--- src/rtl/flash_cmd_decoder.sv ---
module flash_cmd_decoder #(
  parameter int          MAX_WR            = 256,
  parameter int          MAX_RD            = 256,
  parameter int          START_ID          = 9,
  parameter int          CONT_ID           = 4,
  parameter int          START_PAYLOAD_MAX = 56,
  parameter logic [15:0] BAD_COUNT_CODE    = 16'h0004,
  parameter logic [15:0] DISABLED_CODE     = 16'h0007
) (
  input  logic        clk,
  input  logic        rst_n,
  input  logic        enable,
  input  logic        multilane_ok,
  input  logic        rx_valid,
  input  logic [7:0]  rx_data,
  input  logic        rx_last,
  input  logic        seq_done,
  output logic        start_req,
  output logic [16:0] send_len,
  output logic [15:0] recv_len,
  output logic [31:0] cmd_flags,
  output logic        busy,
  output logic        wr_valid,
  output logic [7:0]  wr_data,
  output logic [16:0] wr_index,
  output logic        status_valid,
  output logic [15:0] status_code
);
  localparam logic [15:0] UNSUP_CODE = 16'h000A;
  localparam int          PAY_END    = 8 + START_PAYLOAD_MAX;

  logic [6:0]  pos;
  logic [7:0]  id_lo;
  logic        is_start, is_cont, collecting;
  logic [15:0] cnt_q;
  logic [23:0] flag_q;
  logic [16:0] idx;

  wire [15:0] pkt_id     = {rx_data, id_lo};
  wire [31:0] flags_full = {rx_data, flag_q};
  wire        is_wr      = flags_full[31];
  wire [16:0] prefix     = 17'(flags_full[28]) + 17'(flags_full[1:0]) + 17'(flags_full[4:2]);
  wire [16:0] total_n    = is_wr ? prefix + 17'(cnt_q) : prefix;
  wire [15:0] recv_n     = is_wr ? 16'd0 : cnt_q;
  wire        too_many   = {1'b0, cnt_q} > (is_wr ? 17'(MAX_WR) : 17'(MAX_RD));
  wire        needs_ml   = (flags_full[6:5] != 2'b00) || (flags_full[14:9] != 6'd0);

  logic [15:0] err_code;
  always_comb begin
    if (!enable)                      err_code = DISABLED_CODE;
    else if (too_many)                err_code = BAD_COUNT_CODE;
    else if (needs_ml && !multilane_ok) err_code = UNSUP_CODE;
    else                              err_code = 16'h0000;
  end

  wire decide = rx_valid && is_start && (pos == 7'd7) && !busy;
  wire in_pay = (is_start && pos >= 7'd8 && 32'(pos) < PAY_END) || (is_cont && pos >= 7'd2);
  wire take   = rx_valid && collecting && in_pay && (idx < send_len);

  always_ff @(posedge clk or negedge rst_n) begin
    if (!rst_n) begin
      pos <= '0; id_lo <= '0; is_start <= 1'b0; is_cont <= 1'b0;
      cnt_q <= '0; flag_q <= '0; idx <= '0; collecting <= 1'b0;
      start_req <= 1'b0; send_len <= '0; recv_len <= '0; cmd_flags <= '0;
      busy <= 1'b0; wr_valid <= 1'b0; wr_data <= '0; wr_index <= '0;
      status_valid <= 1'b0; status_code <= '0;
    end else begin
      start_req    <= 1'b0;
      status_valid <= 1'b0;
      wr_valid     <= 1'b0;
      if (seq_done) busy <= 1'b0;
      if (rx_valid) begin
        pos <= rx_last ? 7'd0 : (pos == 7'h7f ? pos : pos + 7'd1);
        case (pos)
          7'd0: id_lo <= rx_data;
          7'd1: begin
            is_start <= (pkt_id == 16'(START_ID)) && !busy;
            is_cont  <= (pkt_id == 16'(CONT_ID));
          end
          7'd2: if (is_start) cnt_q[7:0]    <= rx_data;
          7'd3: if (is_start) cnt_q[15:8]   <= rx_data;
          7'd4: if (is_start) flag_q[7:0]   <= rx_data;
          7'd5: if (is_start) flag_q[15:8]  <= rx_data;
          7'd6: if (is_start) flag_q[23:16] <= rx_data;
          default: ;
        endcase
      end
      if (decide) begin
        cmd_flags <= flags_full;
        idx       <= '0;
        if (err_code != 16'h0000) begin
          status_valid <= 1'b1;
          status_code  <= err_code;
          collecting   <= 1'b0;
        end else begin
          send_len <= total_n;
          recv_len <= recv_n;
          if (total_n == 17'd0) begin
            start_req  <= 1'b1;
            busy       <= 1'b1;
            collecting <= 1'b0;
          end else begin
            collecting <= 1'b1;
          end
        end
      end
      if (take) begin
        wr_valid <= 1'b1;
        wr_data  <= rx_data;
        wr_index <= idx;
        idx      <= idx + 17'd1;
        if (idx + 17'd1 == send_len) begin
          start_req  <= 1'b1;
          busy       <= 1'b1;
          collecting <= 1'b0;
        end
      end
    end
  end

  // start request is a single-cycle pulse
  assert_start_pulse_R6: assert property (@(posedge clk) disable iff (!rst_n)
    start_req |=> !start_req);
  // busy only rises with a start request
  assert_busy_rise_R10: assert property (@(posedge clk) disable iff (!rst_n)
    $rose(busy) |-> start_req);
  // a start request always leaves the block busy
  assert_start_busy_R10: assert property (@(posedge clk) disable iff (!rst_n)
    start_req |-> busy);
  // an error status never coincides with a start request
  assert_status_excl_R7: assert property (@(posedge clk) disable iff (!rst_n)
    status_valid |-> (!start_req && status_code != 16'h0000));
  // forwarded bytes stay inside the outgoing total
  assert_index_bound_R5: assert property (@(posedge clk) disable iff (!rst_n)
    wr_valid |-> (wr_index < send_len));
  // a write never asks for read-back bytes
  assert_write_norecv_R3: assert property (@(posedge clk) disable iff (!rst_n)
    (start_req && cmd_flags[31]) |-> (recv_len == 16'd0));
endmodule

--- config.mk ---
export PLATFORM = sky130hd
export DESIGN_NAME = flash_cmd_decoder
export DESIGN_NICKNAME = d
export VERILOG_FILES = /design/src/rtl/flash_cmd_decoder.sv
export SDC_FILE = /design/constraint.sdc
export NUM_CORES = 1
export LEC_CHECK = 0
export ABC_AREA = 1
export ABC_CLOCK_PERIOD_IN_PS = 3360
export BUFFER_PORTS_ARGS = -buffer_cell sky130_fd_sc_hd__buf_2
export CAP_MARGIN = 20
export CORE_UTILIZATION = 58
export DETAILED_ROUTE_END_ITERATION = 6
export GPL_TIMING_DRIVEN = 0
export PLACE_DENSITY = 0.83
export SLEW_MARGIN = 20
export SYNTH_ARGS = -nofsm -noshare
export SYNTH_HDL_FRONTEND = slang
export SYNTH_SLANG_ARGS = --single-unit
--- constraint.sdc ---
create_clock -name clk -period 3.36 [get_ports clk]
set_clock_uncertainty 0.15 [all_clocks]
set_input_delay 0.168 -clock clk [delete_from_list [all_inputs] [get_ports clk]]
set_output_delay 0.168 -clock clk [all_outputs]
set_load 0.05 [all_outputs]
After elaboration in Yosys (flattened, before gate mapping)
Index checks and enable logic that the tools add are counted.

cells by class
  add/sub/neg operators = 5
  magnitude comparators = 5
  equality and inequality tests = 12
  multiplexer cells = 28
  bitwise logic cells = 1
  reduce and logical (&&, ||, !) cells = 31

operator list
  operator                                                                             number
  17-bit two-way mux                                                                   3
  16-bit two-way mux                                                                   2
  7-bit by 3-bit == test with 1-bit output, second input constant                      4
  1-bit two-way mux                                                                    19
  17-bit by 1-bit adder with 17-bit output, second input constant                      1
  4-bit by 16-bit adder with 17-bit output                                             1
  17-bit == test                                                                       1
  17-bit zero test                                                                     1
  17-bit < comparator                                                                  1
  16-bit by 3-bit == test with 1-bit output, second input constant                     1
  16-bit by 4-bit == test with 1-bit output, second input constant                     1
  16-bit by 9-bit > comparator with 1-bit output, second input constant                1
  16-bit nonzero test                                                                  1
  3-bit AND reduction                                                                  5
  7-bit by 2-bit == test with 1-bit output, second input constant                      2
  7-bit two-way mux                                                                    2
  1-bit logical AND                                                                    11
  2-bit AND reduction                                                                  5
  4-bit two-way mux                                                                    2
  7-bit by 1-bit adder with 7-bit output, second input constant                        1
  7-bit by 1-bit == test with 1-bit output, second input constant                      1
  7-bit == test, second input constant                                                 1
  7-bit by 2-bit greater-or-equal comparator with 1-bit output, second input constant  1
  7-bit by 4-bit greater-or-equal comparator with 1-bit output, second input constant  1
  other kinds (10)                                                                     13

word-level totals
  register bits = 185
  bits of input ports = 15
  output and inout port bits = 110
  word-level logic and storage cells = 103

Depth between registers and ports, before layout
Gate-level depths: netlist of run 1.

  depth after elaboration = 11
  mapped depth = 19

Worst setup path before layout of run 1
OpenSTA, ideal clock, no wires.

  path kind = register to register
  start point = register flag_q[0]
  end point = register collecting
  arrival time = 2.650 ns
  data required time = 3.090 ns
  setup slack = 0.439 ns
  stages on the path, launching flop included = 15
  path buffers = 0
  period minus slack after synthesis = 2.921 ns
  cell sequence = dfrtp_1 > fa_1 > inv_1 > fa_1 > fa_1 > inv_1 > nand3_1 > a21oi_2 > nand2_1 > nand3_1 > nand3_1 > nor2_2 > nand3_1 > nand2_1 > a21oi_1

between the ends
  longest elaborated chain between the ends = 10

ends and longest elaborated chain
  element                                     line  RTL
  from (decl)                                 36    logic [23:0] flag_q;
  from (signal assigned)                      82    7'd4: if (is_start) flag_q[7:0] <= rx_data;
  1-bit by 2-bit adder with 3-bit output (*)  42    wire [16:0] prefix = 17'(flags_full[28]) + 17'(flags_full[1:0]) + 17'(flags_full[4:2]);
  3-bit by 3-bit adder with 4-bit output (*)  42
  4-bit by 16-bit adder with 17-bit output    43    wire [16:0] total_n = is_wr ? prefix + 17'(cnt_q) : prefix;
  17-bit two-way mux (*)                      43
  17-bit zero test (*)                        98    if (total_n == 17'd0) begin
  1-bit two-way mux (*)                       98
  1-bit two-way mux (*)                       91    if (err_code != 16'h0000) begin
  1-bit two-way mux (*)                       88    if (decide) begin
  1-bit two-way mux                           112   if (idx + 17'd1 == send_len) begin
  1-bit two-way mux (*)                       107   if (take) begin
  to (signal assigned)                        94    collecting <= 1'b0;
  to (signal assigned)                        101   collecting <= 1'b0;
  to (signal assigned)                        115   collecting <= 1'b0;
  to (decl)                                   34    logic is_start, is_cont, collecting;

Mark *: on every way between the ends. The rest lies on a longest branch, timed or not.
A chain may end at the register's enable or synchronous reset.

Worst setup path after layout of run 1
Ends and elaborated chain as after synthesis.

==> results of run 1 <==
## where the power goes
part           internal (W)  switching, W  leakage [nW]
Combinational     0.0000622      0.000162          3.16
Clock              0.000997      0.000907         0.278
Sequential          0.00212     0.0000311          2.23
## flip-flops by register name (all words and copies together), names as in the netlist, 4 cells and up
| name | cells |
|---|---|
| wr_data | 8 |
| cnt_q | 16 |
| recv_len | 16 |
| status_code | 4 |
| pos | 7 |
| flag_q | 24 |
| send_len | 17 |
| cmd_flags | 32 |
| wr_index | 17 |
| id_lo | 8 |
| idx | 17 |
## final cells by class
| cell class | count | area (um^2) | share of cell area (%) |
|---|---|---|---|
| clock buffers | 18 | 439.2 | 4.286 |
| flip-flops and latches | 173 | 4329 | 42.25 |
| repair buffers | 124 | 703.2 | 6.862 |
| inverters | 132 | 498.0 | 4.860 |
| well taps | 184 | 230.2 | 2.247 |
| clock inverters | 14 | 130.1 | 1.270 |
| multi-input cells | 749 | 3677 | 35.89 |
| plain buffers | 39 | 240.2 | 2.344 |
## layout by cell type, fill, tap and decap left out, types with 6 or more instances in the layout
cell,Yosys,layout
a21oi_1,13,13
buf_2,15,126
buf_4,14,16
clkbuf_1,6,6
clkbuf_16,0,17
conb_1,1,12
dfrtp_1,173,173
dlygate4sd3_1,0,9
ha_1,27,26
inv_1,128,128
nand2_1,319,318
nand2_2,6,7
nand3_1,81,81
nand4_1,23,23
nor2_1,83,82
nor2_2,6,6
nor3_1,11,11
o21ai_0,97,97
o21ai_1,27,27
o22ai_1,13,13
## critical path: stages (launching register included)
cell and delay (ps):
dfrtp_1 410, fa_1 420, inv_1 90, fa_2 480, fa_2 390, inv_1 90, nand2_1 80, nand2_1 70
nand3_1 100, o211ai_1 350, nand3_1 160, nor2_2 140, nand3_1 90, nand2_1 60, a21oi_1 60
## through the flow
stage | hold WS (ps) | cells | setup slack (ps)
2_1_floorplan | -277.6 | 1093 | 439.5
3_3_place_gp | 309.9 | 1389 | -646.0
3_5_place_dp | 52.63 | 1390 | 93.92
4_1_cts | 61.45 | 1431 | 64.42
5_1_grt | 96.92 | 1433 | -24.06
6_report | 69.10 | 1433 | 126.7
## synthesized netlist by cell type, types with 6 or more instances
cell type	count	area [um^2]
a21oi_1	13	65.06
buf_2	15	75.07
buf_4	14	105.1
clkbuf_1	6	22.52
dfrtp_1	173	4329
ha_1	27	337.8
inv_1	128	480.5
nand2_1	319	1197
nand2_2	6	37.54
nand3_1	81	405.4
nand4_1	23	143.9
nor2_1	83	311.6
nor2_2	6	37.54
nor3_1	11	55.05
o21ai_0	97	485.5
o21ai_1	27	135.1
o22ai_1	13	81.33
## metal layers
layer | vias up | routed length [um] | GRT usage (%)
met2 | 283 | 10990 | 51.15
li1 | 3783 | - | -
met1 | 3686 | 9322 | 38.71
met4 | 0 | 604 | 11.84
met3 | 54 | 1374 | 5.412
met5 | - | 0 | 0
## cells by family (layout without fill, tap and decap cells)
kind of cell	Yosys count	after routing	synth area share, %
adders and majority gates	30	30	4.585
AOI/OAI and AO/OA	160	160	9.761
other	1	12	0.04321
and+or+nand+nor	545	545	26.86
xor gates and xnor gates	2	2	0.3604
buffers and inverters	171	327	8.506
DFF	173	173	49.88
## worst min-delay path by stage
| stage | from | to | slack [ps] | depth (start not counted) |
|---|---|---|---|---|
| after CTS | rx_data[6] | cnt_q[6] | 60 | 3 |
| after floorplan | rst_n | busy | -280 | 0 |
| after global routing | rx_data[5] | wr_data[5] | 100 | 3 |
| after detailed placement | rst_n | recv_len[14] | 50 | 1 |
| after global placement | flag_q[8] | cmd_flags[8] | 310 | 2 |
| final | rx_data[6] | cnt_q[6] | 70 | 3 |
## timing repair
item                       in CTS  in global routing
resized for setup               0                  7
setup buffers                   0                  2
hold buffers                    9                  0
hold endpoints to repair       97                  0
setup endpoints to repair       0                  3
==> reports/metrics.csv, run 1 <==
stage,metric,value,unit
layout,nets@finish,1281,
worst_setup_path,"Req. time, crit path",3540,ps
layout,ANT cells,0,
clock_tree,Sink Count,173,
pwr,Leakage,5.664,nW
global_routing,initial antenna violation count,0,
clock_tree,later-pin clock latency in the skew report,440,ps
clock_tree,TritonCTS Buffers,17,
route,Post-route DRC,0,
sta,max_slew headroom,58.38,%
sta,min Tclk post-route,3233,ps
yosys,Synth Warn #,0,
placed_design,PortBufs,112,
sta,f_max,309.3,MHz
worst_setup_path,Reg2Reg Launch Point,flag_q[0],
placed_design,RePlAce Congestion,0.9358,
placed_design,hpwl dp,16.24,mm
clock_tree,CTS H-tree depth,4,
sta,Final Hold Viols,0,
worst_setup_path,flop-to-flop setup slack,130,ps
route,Initial DRC Count,517,
floorplan,Cell Rows,44,
clock_tree,Clock Tree Buf Depth,2,
worst_setup_path,reg2reg path depth,14,
route,via count,7806,
route,final WL,22.29,mm
yosys,Synth Register Bits,173,
global_routing,vias in the first global route,7620,
layout,Filler Cells Inserted,1184,
layout,area grow syn2layout,18.08,%
worst_setup_path,crit path from,flag_q[0],
yosys,Post-synth ARST share,100.0,%
sta,Final Max Slew Viols,0,
global_routing,largest net degree at the start of global routing,92,
global_routing,GRT Total Usage,30.27,%
clock_tree,CTS tree,built,
clock_tree,root buffer cell,clkbuf_16,
layout,Finished Cell Area,0.01025,mm^2
floorplan,Die H,124.3,um
route,DR WL/cell,15.56,um
worst_setup_path,CP Launch Type,flop,
worst_setup_path,Setup crit end kind,flop,
route,post-route antenna net violation count,0,
worst_setup_path,worst setup path end,collecting,
worst_setup_path,WS Path Type,flop to flop,
layout,final core utilization,70.24,%
yosys,number of synthesized flops with an enable pin,0,
sta,setup TNS,0,ps
pwr,Pwr per Cell Area,417.5,mW/mm^2
pwr,Tot Pwr,0.004278,W
yosys,Syn Area/Cell,8.021,um^2
pwr,Max VDD drop,0.3247,mV
layout,layout cells sized above 1,16.97,%
clock_tree,"Reg clk slew, reported paths",70,ps
floorplan,Die Footprint,0.01546,mm^2
yosys,"Seq/Total Area, Yosys",49.88,%
yosys,Mapped Area,0.008678,mm^2
worst_setup_path,CP max FO,3,
global_routing,first-pass GRT wire length,37.04,mm
sta,worst slew pin tran,624.3,ps
outcome,status,"complete, no violations",
floorplan,initial core utilization,59.49,%
route,1st-pass router iterations,5,
yosys,Cells after Synth,1082,
floorplan,I/O pin total,125,
placed_design,placed cell area,0.009548,mm^2
yosys,Synth Flop Type,dfrtp_1,
route,Avg Vias per Cell,5.447,
floorplan,die width,124.3,um
global_routing,GR Overflow Total,0,
hold_path,Hold Crit Class,input pin to flop,
sta,Final setup viols,0,
sta,crit share post-route,96.23,%
floorplan,CORE AREA,0.01459,mm^2
yosys,Netlist cell types,43,
worst_setup_path,r2r endpoint,collecting,
worst_setup_path,data arrival time of the worst path,3410,ps
job,number of max-cap violations,0,
(Power assumes the default switching activity.)
==> run 2: changes to the inputs <==
--- a/config.mk
+++ b/config.mk
@@ -5,14 +5,14 @@
 export SDC_FILE = /design/constraint.sdc
 export NUM_CORES = 1
 export LEC_CHECK = 0
-export ABC_AREA = 1
+export ABC_AREA = 0
 export ABC_CLOCK_PERIOD_IN_PS = 3360
 export BUFFER_PORTS_ARGS = -buffer_cell sky130_fd_sc_hd__buf_2
 export CAP_MARGIN = 20
-export CORE_UTILIZATION = 58
+export CORE_UTILIZATION = 40
 export DETAILED_ROUTE_END_ITERATION = 6
 export GPL_TIMING_DRIVEN = 0
-export PLACE_DENSITY = 0.83
+export PLACE_DENSITY = 0.61
 export SLEW_MARGIN = 20
 export SYNTH_ARGS = -nofsm -noshare
 export SYNTH_HDL_FRONTEND = slang
==> reports/metrics.csv, run 2 <==
stage,metric,value,unit
clock_tree,CTS tree,built,
placed_design,hpwl dp,15.84,mm
clock_tree,CTS H-tree depth,4,
route,Post-route DRC,0,
layout,Final Non-Filler Cells,1303,
layout,Largest Register,cmd_flags,
yosys,Post-synth ARST share,100.0,%
worst_setup_path,Setup crit end kind,flop,
layout,area grow syn2layout,23.22,%
sta,crit share post-route,97.84,%
clock_tree,later-pin clock latency in the skew report,440,ps
layout,nets@finish,1060,
worst_setup_path,data arrival time of the worst path,3460,ps
floorplan,Die Footprint,0.02224,mm^2
yosys,synth top area cells,"dfrtp_1, mux2_2, nand2_1, ha_1, o21ai_0",
sta,Final Max Slew Viols,0,
route,Avg Vias per Cell,5.160,
floorplan,Cell Rows,53,
yosys,Mapped Area,0.008660,mm^2
layout,ANT cells,0,
yosys,dominant cell type by area after synthesis,dfrtp_1,
global_routing,GR Overflow Total,0,
hold_path,WHS Path Cells,2,
floorplan,die width,149.1,um
worst_setup_path,CP Launch Type,flop,
worst_setup_path,reg2reg path depth,13,
global_routing,first-pass GRT wire length,35.71,mm
pwr,Leakage,5.277,nW
route,DR WL/cell,17.16,um
outcome,status,"complete, no violations",
yosys,Syn Area/Cell,10.21,um^2
route,final WL,22.36,mm
clock_tree,Clock Tree Buf Depth,2,
floorplan,initial core utilization,40.94,%
job,number of max-cap violations,0,
sta,setup TNS,0,ps
global_routing,initial antenna violation count,0,
yosys,Cells after Synth,848,
worst_setup_path,WS Path Type,flop to flop,
sta,max_slew headroom,47.94,%
sta,RSZ-0062 raised after global routing,yes,
layout,layout cells sized above 1,29.18,%
layout,max FFs per register,32,
pwr,Max VDD drop,0.3829,mV
pwr,Pwr per Cell Area,408.8,mW/mm^2
sta,f_max,304.2,MHz
clock_tree,root buffer cell,clkbuf_16,
floorplan,CORE AREA,0.02115,mm^2
placed_design,cell count after placement,1246,
clock_tree,Sink Count,173,
route,1st-pass router iterations,4,
yosys,Synth Flop Type,dfrtp_1,
global_routing,largest net degree at the start of global routing,89,
yosys,Netlist cell types,59,
yosys,number of synthesized flops with an enable pin,0,
placed_design,PortBufs,111,
pwr,Tot Pwr,0.004362,W
clock_tree,"Reg clk slew, reported paths",70,ps
yosys,Synth Register Bits,173,
yosys,"Seq/Total Area, Yosys",49.99,%
global_routing,GRT Total Usage,20.91,%
global_routing,vias in the first global route,6649,
worst_setup_path,"Req. time, crit path",3530,ps
route,Initial DRC Count,367,
route,post-route antenna net violation count,0,
sta,worst slew pin tran,778.1,ps
sta,Final setup viols,0,
worst_setup_path,CP max FO,4,
floorplan,I/O pin total,125,
clock_tree,TritonCTS Buffers,17,
yosys,most common cell in the netlist,dfrtp_1,
placed_design,RePlAce Congestion,0.9116,
yosys,Post-synth top cells,"dfrtp_1, nand2_1, mux2_2",
layout,"most common cell after layout, fill and taps aside",dfrtp_1,
sta,min Tclk post-route,3287,ps
layout,most frequent cells in the layout,"dfrtp_1, nand2_1, buf_2",
yosys,Synth Warn #,0,
floorplan,Die H,149.1,um
sta,Final Hold Viols,0,
route,via count,6724,
layout,biggest regs,"cmd_flags (32), flag_q (24)",
yosys,Synth top area share,49.99,%
hold_path,Hold Crit Class,input pin to flop,
==> run 2: cell count changes in the layout (fill, tap and decap cells not counted), sizes merged, moves of 10 or more <==
| cell | change |
|---|---|
| mux2 | +79 |
| o22ai | -12 |
| nand2 | -168 |
| nor2 | -64 |
| inv | -93 |
| mux2i | +15 |
| xnor2 | +18 |
| clkbuf | +27 |
| xor2 | +13 |
| and2 | +10 |
| a21oi | +16 |
| nand3 | -63 |
| o21ai | -81 |
==> run 2: cell type report <==
type                       count  area (um^2)
inverter                      40        150.1
sequential                   173         4329
buffer                        55        279.0
tap                          275        344.1
clock buffer                  18        439.2
fill                        1967        10480
multi-input combinational    589         4145
timing repair buffer         139        828.3
clock inverter                14        155.1
==> run 2: metal layers <==
layer | global-route usage [%] | vias up | part of all wire [%]
met4 | 5.969 | 0 | 0.69
met2 | 33.40 | 171 | 47
met5 | 0 | - | 0
met3 | 5.015 | 10 | 6.2
met1 | 28.17 | 3284 | 46
li1 | - | 3259 | -
==> run 2: worst max-delay path: stages (launching register included) <==
cell and delay, ps:
dfrtp_1 380, fa_2 230, inv_2 40, fa_2 580
inv_1 80, ha_4 270, a211oi_4 70, o21bai_4 200
nand2_2 100, or4b_4 520, a31oi_4 200, buf_4 130
a41o_1 150, a21boi_1 60
==> run 2: power by group <==
| group | internal, W | switching [W] |
|---|---|---|
| Clock | 0.00107 | 0.000925 |
| Sequential | 0.00212 | 0.0000231 |
| Combinational | 0.0000752 | 0.000146 |
==> run 2: cells by family (layout without fill, tap and decap cells) <==
logic type,Yosys count,in the layout,synth area share [%]
AOI/OAI and AO/OA,135,135,9.724
buffers and inverters,97,266,4.956
DFF,173,173,49.99
other,1,12,0.04330
muxes,94,94,12.01
xor gates and xnor gates,32,32,3.237
adders and majority gates,30,30,4.595
and+or+nand+nor,286,286,15.45
==> run 2: worst paths after layout <==
check	from	to	slack [ps]
max	flag_q[2]	collecting	70
min	rx_data[4]	flag_q[4]	80
max reg2reg	flag_q[2]	collecting	70
min reg2reg	flag_q[22]	cmd_flags[22]	320
max in group asynchronous	rst_n	cnt_q[4]	2010
min in group asynchronous	rst_n	wr_index[9]	170
==> run 2: stage by stage <==
stage                     area [um^2]  hold slack, ps  setup WS [ps]  utilization [%]
after floorplan                  8701          -277.6          71.62                -
after global placement           9600           221.1         -832.3            45.38
after detailed placement         9638           74.99         -562.8            45.56
after CTS                       10500           59.64         -16.41            49.64
after global routing            10670           71.24         -57.29            50.44
final                           10670           81.27          72.66            50.44
==> run 2: repair_timing <==
| action | 4_1_cts | 5_1_grt |
|---|---|---|
| hold endpoints to repair | 104 | 0 |
| resized for setup | 23 | 25 |
| pin swaps | 8 | 15 |
| buffers inserted | 7 | 7 |
| endpoints found under the setup margin | 36 | 26 |
| hold buffers | 13 | 0 |
